### src/rtl/sbg_pkg.sv
package sbg_pkg;

    typedef enum logic [1:0] {
        PWR_NORMAL = 2'b00,
        PWR_LOW    = 2'b01,
        PWR_BATT   = 2'b10,
        PWR_RSVD   = 2'b11
    } pwr_code_e;

    typedef enum logic [1:0] {
        ST_DESELECT  = 2'd0,
        ST_WAIT_IDLE = 2'd1,
        ST_VALID     = 2'd2
    } acc_state_e;

endpackage

### src/rtl/sbg_rst_filter.sv
module sbg_rst_filter #(
    parameter int DEB_CYCLES = 16
) (
    input  logic clk,
    input  logic rst_n,
    input  logic raw_n,
    output logic asserted
);
    localparam int CW = $clog2(DEB_CYCLES + 1);
    localparam logic [CW-1:0] LAST = CW'(DEB_CYCLES - 1);

    logic          meta_q;
    logic          sync_q;
    logic          filt_q;
    logic [CW-1:0] cnt_q;

    // two-stage synchronizer, idle high
    always_ff @(posedge clk or negedge rst_n) begin
        if (!rst_n) begin
            meta_q <= 1'b1;
            sync_q <= 1'b1;
        end else begin
            meta_q <= raw_n;
            sync_q <= meta_q;
        end
    end

    // accept a new level only after it has been stable for DEB_CYCLES clocks
    always_ff @(posedge clk or negedge rst_n) begin
        if (!rst_n) begin
            filt_q <= 1'b1;
            cnt_q  <= '0;
        end else if (sync_q != filt_q) begin
            if (cnt_q == LAST) begin
                filt_q <= sync_q;
                cnt_q  <= '0;
            end else begin
                cnt_q <= cnt_q + 1'b1;
            end
        end else begin
            cnt_q <= '0;
        end
    end

    assign asserted = !filt_q;
endmodule

### src/rtl/sbg_por_hold.sv
module sbg_por_hold #(
    parameter int HOLD_TICKS = 200
) (
    input  logic clk,
    input  logic rst_n,
    input  logic tick,
    input  logic pwr_fail,
    output logic hold
);
    localparam int CW = $clog2(HOLD_TICKS + 1);
    localparam logic [CW-1:0] DONE = CW'(HOLD_TICKS);

    logic [CW-1:0] cnt_q;

    always_ff @(posedge clk or negedge rst_n) begin
        if (!rst_n) begin
            cnt_q <= '0;
        end else if (pwr_fail) begin
            cnt_q <= '0;
        end else if (tick && cnt_q != DONE) begin
            cnt_q <= cnt_q + 1'b1;
        end
    end

    // failure asserts at once; release waits for the full tick count
    assign hold = pwr_fail || (cnt_q != DONE);
endmodule

### src/rtl/sbg_access_fsm.sv
module sbg_access_fsm
    import sbg_pkg::*;
(
    input  logic       clk,
    input  logic       rst_n,
    input  logic       pwr_fail,
    input  logic       ext_ce_n,
    input  logic       bank_sel,
    input  logic       cs_n,
    input  logic       we_n,
    input  logic       oe_n,
    output acc_state_e state,
    output logic       bank1_ce_n,
    output logic       bank2_ce_n,
    output logic       reg_wr_en,
    output logic       dq_oe
);
    acc_state_e state_q;
    acc_state_e state_d;
    logic       bus_idle;

    assign bus_idle = cs_n && ext_ce_n;

    // state register
    always_ff @(posedge clk or negedge rst_n) begin
        if (!rst_n) state_q <= ST_DESELECT;
        else        state_q <= state_d;
    end

    // transitions T_FAIL, T_RESTORE, T_RELEASE
    always_comb begin
        state_d = state_q;
        if (pwr_fail) begin
            state_d = ST_DESELECT;
        end else begin
            unique case (state_q)
                ST_DESELECT:  state_d = ST_WAIT_IDLE;
                ST_WAIT_IDLE: if (bus_idle) state_d = ST_VALID;
                ST_VALID:     state_d = ST_VALID;
                default:      state_d = ST_DESELECT;
            endcase
        end
    end

    // outputs
    always_comb begin
        bank1_ce_n = 1'b1;
        bank2_ce_n = 1'b1;
        reg_wr_en  = 1'b0;
        dq_oe      = 1'b0;
        unique case (state_q)
            ST_VALID: begin
                bank1_ce_n = ext_ce_n || bank_sel;
                bank2_ce_n = ext_ce_n || !bank_sel;
                reg_wr_en  = !cs_n && !we_n;
                dq_oe      = !cs_n && !oe_n && we_n;
            end
            ST_DESELECT, ST_WAIT_IDLE: begin
                bank1_ce_n = 1'b1;
                bank2_ce_n = 1'b1;
            end
            default: begin
                bank1_ce_n = 1'b1;
                bank2_ce_n = 1'b1;
            end
        endcase
    end

    assign state = state_q;
endmodule

### src/rtl/sram_bank_gate.sv
module sram_bank_gate
    import sbg_pkg::*;
#(
    parameter int DEB_CYCLES = 16,
    parameter int HOLD_TICKS = 200
) (
    input  logic       clk,
    input  logic       rst_n,
    input  logic       tick,
    input  logic [1:0] pwr_state,
    input  logic       ext_ce_n,
    input  logic       bank_sel,
    input  logic       cs_n,
    input  logic       we_n,
    input  logic       oe_n,
    input  logic       rst_in_a_n,
    input  logic       rst_in_b_n,
    output logic       bank1_ce_n,
    output logic       bank2_ce_n,
    output logic       reg_wr_en,
    output logic       dq_oe,
    output logic       reset_out_n
);
    localparam int NRST = 2;

    pwr_code_e  pwr_q;
    logic       pwr_fail;
    acc_state_e acc_state;
    logic       por_hold;
    logic [NRST-1:0] rin_n;
    logic [NRST-1:0] rin_asserted;

    // registered supply status; reset value is a failure
    always_ff @(posedge clk or negedge rst_n) begin
        if (!rst_n) pwr_q <= PWR_BATT;
        else        pwr_q <= pwr_code_e'(pwr_state);
    end

    assign pwr_fail = (pwr_q != PWR_NORMAL);

    sbg_access_fsm u_fsm (
        .clk        (clk),
        .rst_n      (rst_n),
        .pwr_fail   (pwr_fail),
        .ext_ce_n   (ext_ce_n),
        .bank_sel   (bank_sel),
        .cs_n       (cs_n),
        .we_n       (we_n),
        .oe_n       (oe_n),
        .state      (acc_state),
        .bank1_ce_n (bank1_ce_n),
        .bank2_ce_n (bank2_ce_n),
        .reg_wr_en  (reg_wr_en),
        .dq_oe      (dq_oe)
    );

    sbg_por_hold #(.HOLD_TICKS(HOLD_TICKS)) u_por (
        .clk      (clk),
        .rst_n    (rst_n),
        .tick     (tick),
        .pwr_fail (pwr_fail),
        .hold     (por_hold)
    );

    assign rin_n = {rst_in_b_n, rst_in_a_n};

    for (genvar i = 0; i < NRST; i++) begin : g_rin
        sbg_rst_filter #(.DEB_CYCLES(DEB_CYCLES)) u_filt (
            .clk      (clk),
            .rst_n    (rst_n),
            .raw_n    (rin_n[i]),
            .asserted (rin_asserted[i])
        );
    end

    assign reset_out_n = !(por_hold || (|rin_asserted));
endmodule

### config.mk
export PLATFORM = sky130hd
export DESIGN_NAME = sram_bank_gate
export DESIGN_NICKNAME = d
export VERILOG_FILES = /design/src/rtl/sbg_pkg.sv /design/src/rtl/sbg_rst_filter.sv /design/src/rtl/sbg_por_hold.sv /design/src/rtl/sbg_access_fsm.sv /design/src/rtl/sram_bank_gate.sv
export SDC_FILE = /design/constraint.sdc
export NUM_CORES = 1
export LEC_CHECK = 0
export CAP_MARGIN = 15
export CORE_MARGIN = 10
export CORE_UTILIZATION = 30
export CTS_CLUSTER_DIAMETER = 120
export DETAILED_ROUTE_END_ITERATION = 8
export PLACE_DENSITY = 0.52
export SETUP_SLACK_MARGIN = 0.15
export SYNTH_ARGS = -nofsm -noshare
export SYNTH_HDL_FRONTEND = slang
export SYNTH_SLANG_ARGS = --single-unit
### constraint.sdc
create_clock -name clk -period 2.25 [get_ports clk]
set_input_delay 0.5625 -clock clk [delete_from_list [all_inputs] [get_ports clk]]
set_output_delay 0.5625 -clock clk [all_outputs]
set_load 0.03 [all_outputs]
==> flow_metrics.tcl <==
set metrics [dict create \
    gp_congestion 0.775 \
    drt_iter0_markers 30 \
    die_x_um 85.4 \
    netlist_instances 115 \
    cp.arrival_ps 1560 \
    hold_ws_ps 359 \
    dp.cells 182 \
    routed_wl_um 2380 \
    pre_cts_ws_ps -290 \
    yosysUniqueCellTypes 31 \
    hold_violations 0 \
    grt_usage 0.0713 \
    area_delta_synth_final_pct 28.5 \
    crit_family "simple AND/OR/NAND/NOR gates" \
    min_period_ps 2130 \
    firstDrtPassIters 3 \
    maxCapViolations 0 \
    skew_ps 6.65 \
    stdcell_count 190 \
    slowest_stage "dfrtp_1" \
    worstSetupPathType "flop to primary output" \
    post-route-period-util 0.945 \
    cp.required_ps 1690 \
    postRouteAntennaNets 0 \
    finalSetupViolCount 0 \
    initial_core_util 0.316 \
    dpl_cell_area_um2 1530 \
    synth-seq-cells 28 \
    syn_area_per_cell_um2 11.2 \
    io_buffers 16 \
    clkPwrFrac 0.332 \
    setup-tns-final_ps 0 \
    root_buffer "clkbuf_8" \
    yosys_warnings 0 \
    relSlewSlack 0.768 \
    grt_pass1_vias 1051 \
    postLayoutSetupSlackWorst_ps 124 \
    stdcell_area_um2 1650 \
    die_y_um 85.4 \
    pin_count 17 \
    hp-class "flop to flop" \
    overflow 0 \
    vdd_drop_max_uv 428 \
    grt_pass1_wl_um 4420 \
    layout.nets 160 \
    drive_gt1_frac 0.207 \
    grt_start_max_net_pins 29 \
    clock_sinks 28 \
    dp_hpwl_um 1820 \
    drc 0 \
    p_sw_frac 0.219 \
    p_comb_frac 0.090 \
    antenna_cells 0 \
    critPathMaxStageDelay_ps 410 \
    cts_max_level 1 \
    seqPwrFrac 0.578 \
    cellPowerDensity_nw_per_um2 562 \
    final_cell_mix "dfrtp_1 (21), nor2_1 (13), buf_4 (10), clkdlybuf4s50_1 (9), xor2_1 (8)" \
    rsz0062_at_grt "yes" \
    cp.depth 6 \
    ys_seq_area_frac 0.553 \
    drv_slew 0 \
    clk_pin_slew_ps 100 \
    cts_tree "yes" \
    rows 23 \
    path_max_fanout 2 \
    cts_buffers 3 \
    worstSetupEndpointType "primary output" \
    holdBufCountCts 0 \
    max_freq_ghz 0.470 \
    hold-path-cell-count 0 \
    p_int_mw 0.723 \
    final_util 0.406 \
    wl_per_cell_um 12.5 \
    start_kind "flop" \
    layout_commonest_cell "dfrtp_1" \
    max_slew.worst_pin.slew_ps 349 \
    grt_antenna_before_repair 0 \
    syn_nets 134 \
    clockBufferDepth 2 \
    p_switching_mw 0.203 \
    num_vias 886 \
    power_mw 0.926 \
    status "complete, no violations" \
    clock_latency_ps 270 \
    syn_area_um2 1280 \
    core_area_um2 4060 \
    routed_via_density 4.66 \
    dieArea_um2 7300 \
    reg2reg_depth 6 \
    worst-path-buf-inv 2 \
    leakage_nw 0.731 \
    worstPathCellList "inv_2 -> ha_4 -> nand4_4 -> nor4_4 -> and4_4 -> buf_12" \
]
==> kinds of logic after synthesis <==
| kind of cell | share of synthesized area |
|---|---|
| simple gates | 0.195 |
| fa+ha+maj | 0.0682 |
| buf+inv | 0.0244 |
| compound gates | 0.0565 |
| mux | 0.0487 |
| flops | 0.553 |
| xor+xnor | 0.0546 |
==> power groups by stage <==
stage / Sequential [mW] / Clock, mW / Combinational [mW]
after CTS: 0.535 / 0.319 / 0.0853
after detailed placement: 0.545 / 0 / 0.0817
after global routing: 0.538 / 0.341 / 0.0976
after floorplan: 0.543 / 0 / 0.0370
final: 0.535 / 0.308 / 0.0837
after global placement: 0.543 / 0 / 0.0790
==> layer usage <==
metal / wire length (um) / track usage / share of wire
met1: 1010 / 0.0770 / 0.43
met4: 13 / 0.0180 / 0.0055
met2: 1290 / 0.132 / 0.54
met5: 0 / 0 / 0
met3: 57 / 0.0201 / 0.024
==> state kept, by name, indices dropped and copies added, names as in the netlist <==
signal               cells
u_por.cnt_q              8
g_rin.u_filt.filt_q      2
g_rin.u_filt.cnt_q      10
pwr_q                    2
g_rin.u_filt.meta_q      2
g_rin.u_filt.sync_q      2
u_fsm.state              2
==> layout make-up <==
cell class                 count  area, um^2
multi-input combinational     79         588
sequential                    28         709
timing repair buffer          23         211
clock buffer                   4        55.1
tap                           50        62.6
fill                         391        2410
inverter                       6        22.5
==> repair_timing <==
| item | in CTS | in global routing |
|---|---|---|
| pin swaps | 2 | 1 |
| setup endpoints to repair | 3 | 3 |
| setup buffers | 3 | 1 |
| resized for setup | 11 | 3 |
==> path summary, 6_finish.rpt <==
| check | slack [ps] | from | endpoint |
|---|---|---|---|
| worst min register to register | 360 | g_rin[1].u_filt.meta_q$_DFF_PN1_ | g_rin[1].u_filt.sync_q$_DFF_PN1_ |
| worst max-delay path | 120 | u_por.cnt_q[0]$_DFFE_PN0P_ | reset_out_n |
| max in group asynchronous | 1290 | rst_n | g_rin[0].u_filt.sync_q$_DFF_PN1_ |
| worst max register to register | 730 | u_por.cnt_q[0]$_DFFE_PN0P_ | u_por.cnt_q[0]$_DFFE_PN0P_ |
| min in group asynchronous | 650 | rst_n | u_por.cnt_q[6]$_DFFE_PN0P_ |
| worst min-delay path | 360 | g_rin[1].u_filt.meta_q$_DFF_PN1_ | g_rin[1].u_filt.sync_q$_DFF_PN1_ |
==> cell usage after synthesis (all sizes together) <==
| cell type | number | share of area |
|---|---|---|
| o41ai | 1 | 0.0068 |
| a21boi | 1 | 0.0059 |
| dfrtp | 21 | 0.41 |
| and4 | 1 | 0.0068 |
| nor3b | 1 | 0.0059 |
| nor4bb | 1 | 0.0078 |
| or2 | 1 | 0.0049 |
| o41a | 1 | 0.0088 |
| nand2 | 7 | 0.020 |
| dfstp | 7 | 0.14 |
| clkbuf | 1 | 0.0029 |
| mux2 | 2 | 0.018 |
| nand4 | 5 | 0.029 |
| buf | 1 | 0.0039 |
| and2 | 2 | 0.0097 |
| o21ai | 5 | 0.019 |
| inv | 6 | 0.018 |
| and3 | 2 | 0.0097 |
| nand3 | 6 | 0.023 |
| ha | 7 | 0.068 |
| nor2 | 13 | 0.038 |
| or3b | 1 | 0.0068 |
| and3b | 1 | 0.0068 |
| xor2 | 8 | 0.055 |
| a21oi | 4 | 0.016 |
| mux2i | 4 | 0.031 |
| nor4 | 1 | 0.0049 |
| or3 | 3 | 0.015 |
| nand3b | 1 | 0.0059 |
(Power assumes the default switching activity.)
